## src/rtl/ssp_fifo_pair.sv

```systemverilog
module ssp_fifo_pair #(
  parameter int WIDTH = 32,
  parameter int DEPTH = 16,
  parameter int THR_W = 4
) (
  input  logic             clk,
  input  logic             rst_n,
  input  logic             port_en,
  input  logic [THR_W-1:0] tx_thresh,
  input  logic [THR_W-1:0] rx_thresh,
  input  logic             tx_irq_en,
  input  logic             rx_irq_en,
  input  logic             ovr_clr,
  input  logic             host_tx_push,
  input  logic [WIDTH-1:0] host_tx_data,
  input  logic             host_rx_pop,
  output logic [WIDTH-1:0] host_rx_data,
  input  logic             line_tx_pop,
  output logic [WIDTH-1:0] line_tx_data,
  input  logic             line_rx_push,
  input  logic [WIDTH-1:0] line_rx_data,
  output logic [$clog2(DEPTH):0] tx_count,
  output logic             tx_full,
  output logic             tx_empty,
  output logic [$clog2(DEPTH):0] rx_count,
  output logic             rx_full,
  output logic             rx_empty,
  output logic             rx_overrun,
  output logic             tx_dma_req,
  output logic             rx_dma_req,
  output logic             irq
);
  localparam int AW = $clog2(DEPTH);
  localparam int CW = AW + 1;

  logic [WIDTH-1:0] tx_mem [DEPTH];
  logic [WIDTH-1:0] rx_mem [DEPTH];
  logic [AW-1:0] tx_wp, tx_rp, rx_wp, rx_rp;

  logic tx_push, tx_pop, rx_push, rx_pop, rx_ovr_evt;
  assign tx_full  = (tx_count == CW'(DEPTH));
  assign tx_empty = (tx_count == '0);
  assign rx_full  = (rx_count == CW'(DEPTH));
  assign rx_empty = (rx_count == '0);

  assign tx_push    = port_en && host_tx_push && !tx_full;
  assign tx_pop     = port_en && line_tx_pop  && !tx_empty;
  assign rx_push    = port_en && line_rx_push && !rx_full;
  assign rx_pop     = port_en && host_rx_pop  && !rx_empty;
  assign rx_ovr_evt = port_en && line_rx_push && rx_full;

  assign line_tx_data = tx_empty ? '0 : tx_mem[tx_rp];
  assign host_rx_data = rx_empty ? '0 : rx_mem[rx_rp];

  always_ff @(posedge clk) begin
    if (tx_push) tx_mem[tx_wp] <= host_tx_data;
    if (rx_push) rx_mem[rx_wp] <= line_rx_data;
  end

  always_ff @(posedge clk or negedge rst_n) begin
    if (!rst_n) begin
      tx_wp <= '0; tx_rp <= '0; tx_count <= '0;
    end else if (!port_en) begin
      tx_wp <= '0; tx_rp <= '0; tx_count <= '0;
    end else begin
      if (tx_push) tx_wp <= tx_wp + 1'b1;
      if (tx_pop)  tx_rp <= tx_rp + 1'b1;
      tx_count <= tx_count + CW'(tx_push) - CW'(tx_pop);
    end
  end

  always_ff @(posedge clk or negedge rst_n) begin
    if (!rst_n) begin
      rx_wp <= '0; rx_rp <= '0; rx_count <= '0;
    end else if (!port_en) begin
      rx_wp <= '0; rx_rp <= '0; rx_count <= '0;
    end else begin
      if (rx_push) rx_wp <= rx_wp + 1'b1;
      if (rx_pop)  rx_rp <= rx_rp + 1'b1;
      rx_count <= rx_count + CW'(rx_push) - CW'(rx_pop);
    end
  end

  always_ff @(posedge clk or negedge rst_n) begin
    if (!rst_n)          rx_overrun <= 1'b0;
    else if (rx_ovr_evt) rx_overrun <= 1'b1;
    else if (ovr_clr)    rx_overrun <= 1'b0;
  end

  logic [CW-1:0] tx_limit;
  assign tx_limit   = CW'(tx_thresh) + CW'(1);
  assign tx_dma_req = port_en && (tx_count <= tx_limit);
  assign rx_dma_req = port_en && (rx_count > CW'(rx_thresh));
  assign irq = (tx_dma_req && tx_irq_en) || (rx_dma_req && rx_irq_en);


  cnt_bound_chk: assert property (@(posedge clk) disable iff (!rst_n)
    tx_count <= CW'(DEPTH) && rx_count <= CW'(DEPTH));

  overrun_set_chk: assert property (@(posedge clk) disable iff (!rst_n)
    (port_en && line_rx_push && rx_full) |=> (rx_overrun && rx_full));

  flush_chk: assert property (@(posedge clk) disable iff (!rst_n)
    !port_en |=> (tx_empty && rx_empty));

  empty_pop_chk: assert property (@(posedge clk) disable iff (!rst_n)
    (port_en && rx_empty && host_rx_pop && !line_rx_push) |=> rx_empty);

  push_pop_hold_chk: assert property (@(posedge clk) disable iff (!rst_n)
    (port_en && host_tx_push && line_tx_pop && !tx_full && !tx_empty)
      |=> $stable(tx_count));

  irq_src_chk: assert property (@(posedge clk) disable iff (!rst_n)
    irq |-> ((tx_irq_en && tx_dma_req) || (rx_irq_en && rx_dma_req)));
endmodule

```

## config.mk

```make
export PLATFORM = sky130hd
export DESIGN_NAME = ssp_fifo_pair
export DESIGN_NICKNAME = d
export VERILOG_FILES = /design/src/rtl/ssp_fifo_pair.sv
export SDC_FILE = /design/constraint.sdc
export NUM_CORES = 1
export LEC_CHECK = 0
export BUFFER_PORTS_ARGS = -buffer_cell sky130_fd_sc_hd__buf_2
export CELL_PAD_IN_SITES_DETAIL_PLACEMENT = 1
export CELL_PAD_IN_SITES_GLOBAL_PLACEMENT = 1
export CORE_ASPECT_RATIO = 1.25
export CORE_UTILIZATION = 49
export DETAILED_ROUTE_END_ITERATION = 10
export PLACE_DENSITY_LB_ADDON = 0.1
export SLEW_MARGIN = 20
export SYNTH_ARGS = -nofsm -noshare
export SYNTH_HDL_FRONTEND = slang
export SYNTH_SLANG_ARGS = --single-unit
```

## constraint.sdc

```tcl
create_clock -name clk -period 3.7 [get_ports clk]
set_input_delay 0.185 -clock clk [delete_from_list [all_inputs] [get_ports clk]]
set_output_delay 0.185 -clock clk [all_outputs]
set_load 0.01 [all_outputs]
```

After elaboration in Yosys (flattened, before gate mapping). Memory sizes are Yosys's and may differ from the RTL's. Index checks and enable logic that the tools add are counted.

Add/subtract/negate cells: 9. $mul: 0. Div/mod/pow operators: 0. Magnitude comparators: 2. Eq/ne operators: 6. Shift operators: 0. Multiplexer cells: 18. Bitwise gates (word level): 0. Reductions and logical operators: 21.

Operators with widths (number): $mux 32 (2); $mux 4 (8); $add 4x1->4 const B (4); $logic_and 1x1->1 (13); $add 5x1->5 (2); $eq 5x5->1 const B (2); $logic_not 5->1 (2); $mux 5 (2); $sub 5x1->5 (2); $ne 2x1->1 const B (4); $mux 1 (6); $add 4x1->5 const B (1); $gt 5x4->1 (1); $le 5x5->1 (1); $logic_not 1->1 (4); $reduce_bool 2->1 (1); $logic_or 1x1->1 (1).

Bits in registers: 27. Latch bits: 0. Memory bits (writable): 1024. Memory bits (read-only): 0. Input port bits: 82. Output and inout bits: 82. Word-level logic and storage cells: 65. Memories: 2.

Memory list: rx_mem (depth 16, width 32, rd ports 1, clocked after Yosys merged registers in 0, wr ports 1, RTL line 37) `logic [WIDTH-1:0] rx_mem [DEPTH];`; tx_mem (depth 16, width 32, rd ports 1, clocked after Yosys merged registers in 0, wr ports 1, RTL line 36) `logic [WIDTH-1:0] tx_mem [DEPTH];`.

Logic depth before layout (Yosys ltp). Gate-level depths: netlist of the first run.

Word-level depth: 6. Depth in mapped cells: 15. Gate-level depth less buffers: 15.

Least setup slack after synthesis of the first run. OpenSTA, ideal clock, no wires.

Path type: register to register. From: register rx_count[2]. To: memory rx_mem[0][0] (enable). Setup time: 0.461 ns. Data arrival time: 3.564 ns. Path slack: -0.325 ns. Cell stages (with the launch flop): 8. Buffers on the path: 0. Cell sequence: dfrtp_1 -> inv_1 -> ha_1 -> nand4bb_1 -> inv_1 -> nor2_1 -> nand2_1 -> nor3_1.

Longest elaborated chain between the ends: 5.

Ends and longest elaborated chain: start: declaration (RTL line 25) `output logic [$clog2(DEPTH):0] rx_count,`; start signal: assignment (RTL line 80) `rx_count <= rx_count + CW'(rx_push) - CW'(rx_pop);`; $eq 5x5->1 (RTL line 43) `assign rx_full = (rx_count == CW'(DEPTH));`; named net rx_full (RTL line 26) `output logic rx_full,`; $logic_not 1->1 (RTL line 48) `assign rx_push = port_en && line_rx_push && !rx_full;`; $logic_and 1x1->1 (RTL line 48); $mux 1 (RTL line 57) `if (rx_push) rx_mem[rx_wp] <= line_rx_data;`; $mux 1 (implied by the code) (RTL line 57); end: declaration (RTL line 37).

The timed path passes the listed nets, and every way through them passes these cells.

Worst setup path after layout of the first run.
From: register rx_count[2]. To: output port host_rx_data[2].

Longest elaborated chain between the ends: 2.

Ends and longest elaborated chain: $logic_not 5->1 (RTL line 44) `assign rx_empty = (rx_count == '0);`; $mux 32 (RTL line 53) `assign host_rx_data = rx_empty ? '0 : rx_mem[rx_rp];`; end: declaration (RTL line 17) `output logic [WIDTH-1:0] host_rx_data,`.

Every way passes these cells.

==> out/metrics.yaml, run 1 <==
detailed_routing:
  dr_wl_met3_mm: 3.90
  wl_met2_mm: 50.4
  drc: 0
  wirelength_mm: 91.9
  drt_first_pass_iters: 5
  wl_met1_mm: 35.0
  drtIter0Drc: 1426
  drtAntennaViolNets: 0
  maxUsedRoutingLayer: "met5"
  routed-via-count: 18900
  vias_per_cell: 5.87
  wire_per_inst_um: 28.5
global_routing:
  grt_first_pass_wirelength_mm: 135
  antenna_found_initial: 5
  grt_pass1_vias: 20900
  grt_use_total: 0.225
  grt_overflow: 0
  grt_max_degree: 65
place:
  gp_congestion: 0.765
  place_area_sq_um: 43100
  place_inst: 2962
  dp_hpwl_mm: 50.4
  io_buffer_count: 163
  pre_cts_ws_ns: 0.487
cells_and_area:
  fillers: 6854
  layout.cells.non_filler: 3224
  utilization: 0.580
  design_area_sq_um: 47200
  area_growth_pct: 17.1
  drive_gt1_frac: 0.316
  register_area_sq_um: 31400
  multi_input_comb_area_sq_um: 8600
  fin_nets: 2183
power_and_ir_drop:
  p_per_area_nw_per_um2: 645
  vdd_ir_drop_max_mv: 0.431
  p_leak_nw: 15.1
run:
  drv_cap: 0
setup_path:
  cpMostUsedCell: "inv_1"
  crit_chain: "inv_1, ha_1, or4b_1, inv_1, nor3b_2, buf_4, a22o_1, a221o_1, buf_2"
  cp.arrival_ns: 3.32
  critPathRequiredTime_ns: 3.51
  cp-start-kind: "flip-flop"
  slowest_delay_ns: 0.58
  worstSetupPathType: "flip-flop to output port"
  cp-end-kind: "output port"
  cp_slowest_cell: "or4b_1"
  critPathMaxFanout: 32
synth:
  netlist_instances: 1757
  async_reset_ff_frac: 0.0257
  synth_top_cell_by_area: "edfxtp_1"
  synthTopCellsByCount: "edfxtp_1, mux4_2, a221o_1, a22o_1, clkbuf_1"
  synth.area.top_cells: "edfxtp_1, mux4_2, dfrtp_1, a221o_1, a22o_1"
  synth-seq-cells: 1051
  synth_top_area_frac: 0.763
  synth.distinct_cells: 40
  synth_most_common_cell: "edfxtp_1"
  ys.flop_type: "edfxtp_1"
  synth_warnings: 0
  synth_seq_area_share: 0.779
  postSynthAreaPerCell_sq_um: 22.9
  syn_nets: 1873
  synth_area_sq_um: 40300
  synth-edff-count: 1024
floorplanning:
  ioPinCount: 164
  die_h_um: 323
  die_area_sq_um: 83400
  std_cell_rows: 117
  initial_core_util: 0.495
  die-width_um: 259
  core_sq_um: 81400
cts:
  clock-root-buffer: "clkbuf_16"
  clk_path_buf_depth: 3
  h-tree-depth: 3
  cts_sinks: 1051
  clkLatencyLatePin_ns: 0.67
  cts-buffers-inserted: 102
  cts_tree: "done"
  path_clk_slew_ns: 0.07
timing:
  slew_headroom: 0.478
  rsz0062_at_grt: "false"
  setup_viol: 0
  tightest_slew_ns: 0.781
  maxSlewViolCount: 0
  setup_slack_ns: 0.199
  fin_crit_ns: 3.50
  setup_tns_ns: 0
  hold_violations: 0
  finalCritPeriodShare: 0.946
  fmaxAchievable_ghz: 0.286
  skew_ns: 0.0254
worst_hold_path:
  hold_class: "primary input to asynchronous set/reset pin"
run_status:
  status: "finished clean"
[final cells by class]
class                   count  area share
repair buffers            300      0.0496
clock inverters            65      0.0147
flip-flops and latches   1051       0.666
clock buffers             122      0.0565
inverters                  34     0.00270
well taps                1071      0.0284
diodes                      3    0.000159
multi-input cells         578       0.182
[registers in the layout, indices dropped and copies added, names as in the netlist]
name / cells
rx_count: 5
rx_mem: 512
rx_overrun: 1
rx_rp: 4
rx_wp: 4
tx_count: 5
tx_mem: 512
tx_rp: 4
tx_wp: 4
[worst max-delay path, delay by kind of cell, from the launching register on]
family	cells	cell delay, ns
adder cells (fa/ha/maj)	1	0.17
AO/OA/AOI/OAI	2	0.65
flip-flops	1	0.41
buffers and inverters	4	0.74
AND/OR/NAND/NOR	2	0.64
[cell families (layout without fill, tap and decap cells)]
kind of cell / after synthesis / after routing / synth area share
DFF: 1051 / 1051 / 0.779
muxes: 256 / 256 / 0.143
AOI/OAI and AO/OA: 150 / 150 / 0.0332
buffers and inverters: 128 / 521 / 0.0147
and+or+nand+nor: 119 / 119 / 0.0146
adders and majority gates: 34 / 34 / 0.0109
xor gates and xnor gates: 19 / 19 / 0.00413
other: 0 / 3 / 0
[routing by layer]
metal  GRT usage  vias up
met5           0        -
li1            -     8124
met3      0.0339      153
met4      0.0778        6
met1       0.269    10200
met2       0.414      473
[timing repair]
| item | in CTS | in global routing |
|---|---|---|
| hold endpoints to repair | 1066 | 0 |
| resized for setup | 0 | 1 |
| setup buffers | 0 | 0 |
| setup endpoints to repair | 0 | 3 |
| hold buffers | 72 | 0 |
[power by group]
part / total (W) / internal (W) / switching, W / leakage, nW
Sequential: 0.0137 / 0.0133 / 0.000344 / 9.58
Combinational: 0.00634 / 0.00315 / 0.00320 / 3.90
Clock: 0.0104 / 0.00600 / 0.00441 / 1.64
Total: 0.0304 / 0.0225 / 0.00795 / 15.1
[stage by stage]
stage / power, W / hold slack, ns
after floorplan: 0.0181 / -0.111
after global placement: 0.0203 / 0.256
after detailed placement: 0.0204 / 0.269
after CTS: 0.0309 / 0.0925
after global routing: 0.0316 / 0.157
final: 0.0304 / 0.103
[placed cells by master, fill, tap and decap left out, types with 3 or more instances in the layout]
cell           instances
buf_2                163
diode_2                3
a221o_1               64
mux4_2               256
nand2_1               18
nor2_4                26
inv_1                 33
ha_1                  32
clkinv_1              20
nand2b_1               7
bufinv_16             12
buf_12                25
clkinvlp_4             4
a22o_1                64
dfrtp_1               23
nor3_4                 8
nor2_1                20
clkinv_4               3
and3_1                 3
and2_1                 4
edfxtp_1            1024
dfrtp_4                4
a21oi_1                6
clkinv_2              20
nand3_1               14
clkbuf_1              18
nand4_1                3
xnor2_1                8
dlygate4sd3_1         72
nor3_1                 3
clkbuf_16            104
o21ai_0                6
xor2_1                11
buf_4                 39
[final timing paths]
path                              from               to  slack (ns)  cells past startpoint
max reg2reg                rx_count[2]      rx_count[4]        0.49                     14
max in group asynchronous        rst_n         tx_rp[1]        3.05                      2
min                              rst_n         rx_rp[2]        0.10                      2
max                        rx_count[2]  host_rx_data[2]        0.20                      9
min reg2reg                   tx_wp[0]         tx_wp[0]        0.63                      1
min in group clk           line_tx_pop         tx_rp[1]        0.37                      4
No activity file was read; power rests on OpenSTA's default activity.
==> inputs of run 2 (changes only) <==
PLACE_DENSITY = 0.86   (was unset)
PLACE_DENSITY_LB_ADDON = unset   (was 0.1)
==> out/metrics.yaml, run 2 (synthesis gave the netlist of run 1 again) <==
run_status:
  status: "finished clean"
place:
  dp_hpwl_mm: 54.4
  gp_congestion: 0.743
  io_buffer_count: 163
  place_inst: 2961
worst_hold_path:
  hold_class: "primary input to asynchronous set/reset pin"
cells_and_area:
  fillers: 6828
  drive_gt1_frac: 0.317
  final_common_cell: "edfxtp_1"
  layout_common_cells: "edfxtp_1, mux4_2, buf_2, clkbuf_16, dlygate4sd3_1"
  reg_top3: "rx_mem (512), tx_mem (512)"
  layout.cells.non_filler: 3222
  fin_nets: 2179
  area_growth_pct: 16.5
setup_path:
  r2r_slack_ns: 0.44
  slowest_delay_ns: 0.58
  setup.worst_path.end: "host_rx_data[19]"
  worstSetupPathType: "flip-flop to output port"
  cpMostUsedCell: "inv_1"
  cp-end-kind: "output port"
  rr_endpoint: "tx_count[4]"
  cp_slowest_cell: "or4b_1"
  crit_chain: "inv_1, ha_1, or4b_1, inv_1, nor3b_2, buf_4, a22o_1, a221o_1, buf_2"
  cp-start-kind: "flip-flop"
  critPathMaxFanout: 32
  worstReg2RegStart: "tx_count[2]"
  critPathLaunch: "rx_count[3]"
  critPathRequiredTime_ns: 3.51
  reg2reg_depth: 14
  cp.arrival_ns: 3.32
timing:
  tightest_slew_ns: 0.744
  hold_violations: 0
  setup_viol: 0
  setup_tns_ns: 0
  fin_crit_ns: 3.50
  maxSlewViolCount: 0
  finalCritPeriodShare: 0.946
  fmaxAchievable_ghz: 0.286
  skew_ns: 0.0513
  rsz0062_at_grt: "false"
  slew_headroom: 0.504
cts:
  post_cts_buffers: 0
  clk_path_buf_depth: 3
  cts_tree: "done"
  clock-root-buffer: "clkbuf_16"
  cts_hold_buf: 72
  path_clk_slew_ns: 0.07
  cts_resized: 0
  cts_sinks: 1051
  h-tree-depth: 3
  clkLatencyLatePin_ns: 0.70
  cts-buffers-inserted: 99
power_and_ir_drop:
  vdd_ir_drop_max_mv: 0.683
  p_per_area_nw_per_um2: 647
  p_leak_nw: 15.0
detailed_routing:
  drt_first_pass_iters: 5
  drtIter0Drc: 1902
  routed-via-count: 19800
  drtAntennaViolNets: 0
  wire_per_inst_um: 31.2
  wirelength_mm: 100
  drc: 0
  vias_per_cell: 6.16
global_routing:
  antenna_found_initial: 8
  grt_max_degree: 71
  grt_pass1_vias: 21700
  grt_use_total: 0.244
  grt_overflow: 0
  grt_first_pass_wirelength_mm: 145
floorplanning:
  ioPinCount: 164
  core_sq_um: 81400
  std_cell_rows: 117
  die_h_um: 323
  die-width_um: 259
  die_area_sq_um: 83400
  initial_core_util: 0.495
run:
  drv_cap: 0
[run 2: cell count changes in the layout (fill, tap and decap cells not counted), sizes merged]
cell / before / now
bufinv: 12 / 11
clkinvlp: 4 / 6
inv: 37 / 39
diode: 3 / 5
clkbuf: 122 / 113
buf: 228 / 227
clkinv: 46 / 49
[run 2: area by class of cell]
class | instances | area (sq um) | share of cell area
antenna | 5 | 12.5 | 0.000266
timing repair buffer | 299 | 2170 | 0.0462
sequential | 1051 | 31400 | 0.670
tap | 1071 | 1340 | 0.0285
clock inverter | 71 | 738 | 0.0157
clock buffer | 113 | 2530 | 0.0539
inverter | 34 | 128 | 0.00272
multi-input combinational | 578 | 8600 | 0.183
[run 2: stage by stage]
step           hold WS (ns)   util  instance area (sq um)  total power [W]  worst slack (ns)
4_1_cts              0.0676  0.577                  46900           0.0306             0.175
5_1_grt               0.134  0.577                  46900           0.0313            0.0801
3_3_place_gp          0.233  0.528                  43000           0.0200             0.561
6_report             0.0905  0.577                  47000           0.0304             0.199
2_1_floorplan        -0.111      -                  40400           0.0181             0.530
3_5_place_dp          0.255  0.528                  43000           0.0203             0.411
[run 2: worst max-delay path: cells and delay by family, from the launching register on]
kind	cells	cell delay (ns)
compound gates	2	0.65
fa+ha+maj	1	0.16
buf+inv	4	0.78
flops	1	0.42
simple gates	2	0.65
[run 2: how the worst min path moves through the flow]
| stage | startpoint | to | cells after the start |
|---|---|---|---|
| 4_1_cts | rst_n | tx_wp[0] | 2 |
| 3_3_place_gp | rst_n | rx_count[3] | 1 |
| 3_5_place_dp | rst_n | rx_count[4] | 1 |
| 6_report | rst_n | tx_wp[0] | 2 |
| 5_1_grt | rst_n | tx_wp[0] | 2 |
| 2_1_floorplan | rst_n | rx_count[0] | 0 |
[run 2: report_power, final]
group          total, W  switching [W]  internal (W)  leakage (nW)
registers        0.0137       0.000345        0.0133          9.58
logic           0.00643        0.00332       0.00311          3.85
clock network    0.0102        0.00450       0.00573          1.59
[run 2: routing by layer]
metal | global-route usage | wire [um] | up-vias
met1 | 0.288 | 35600 | 10500
met5 | 0 | 26 | -
met3 | 0.0438 | 7050 | 232
met4 | 0.0947 | 3490 | 4
li1 | - | - | 8126
met2 | 0.441 | 54300 | 953
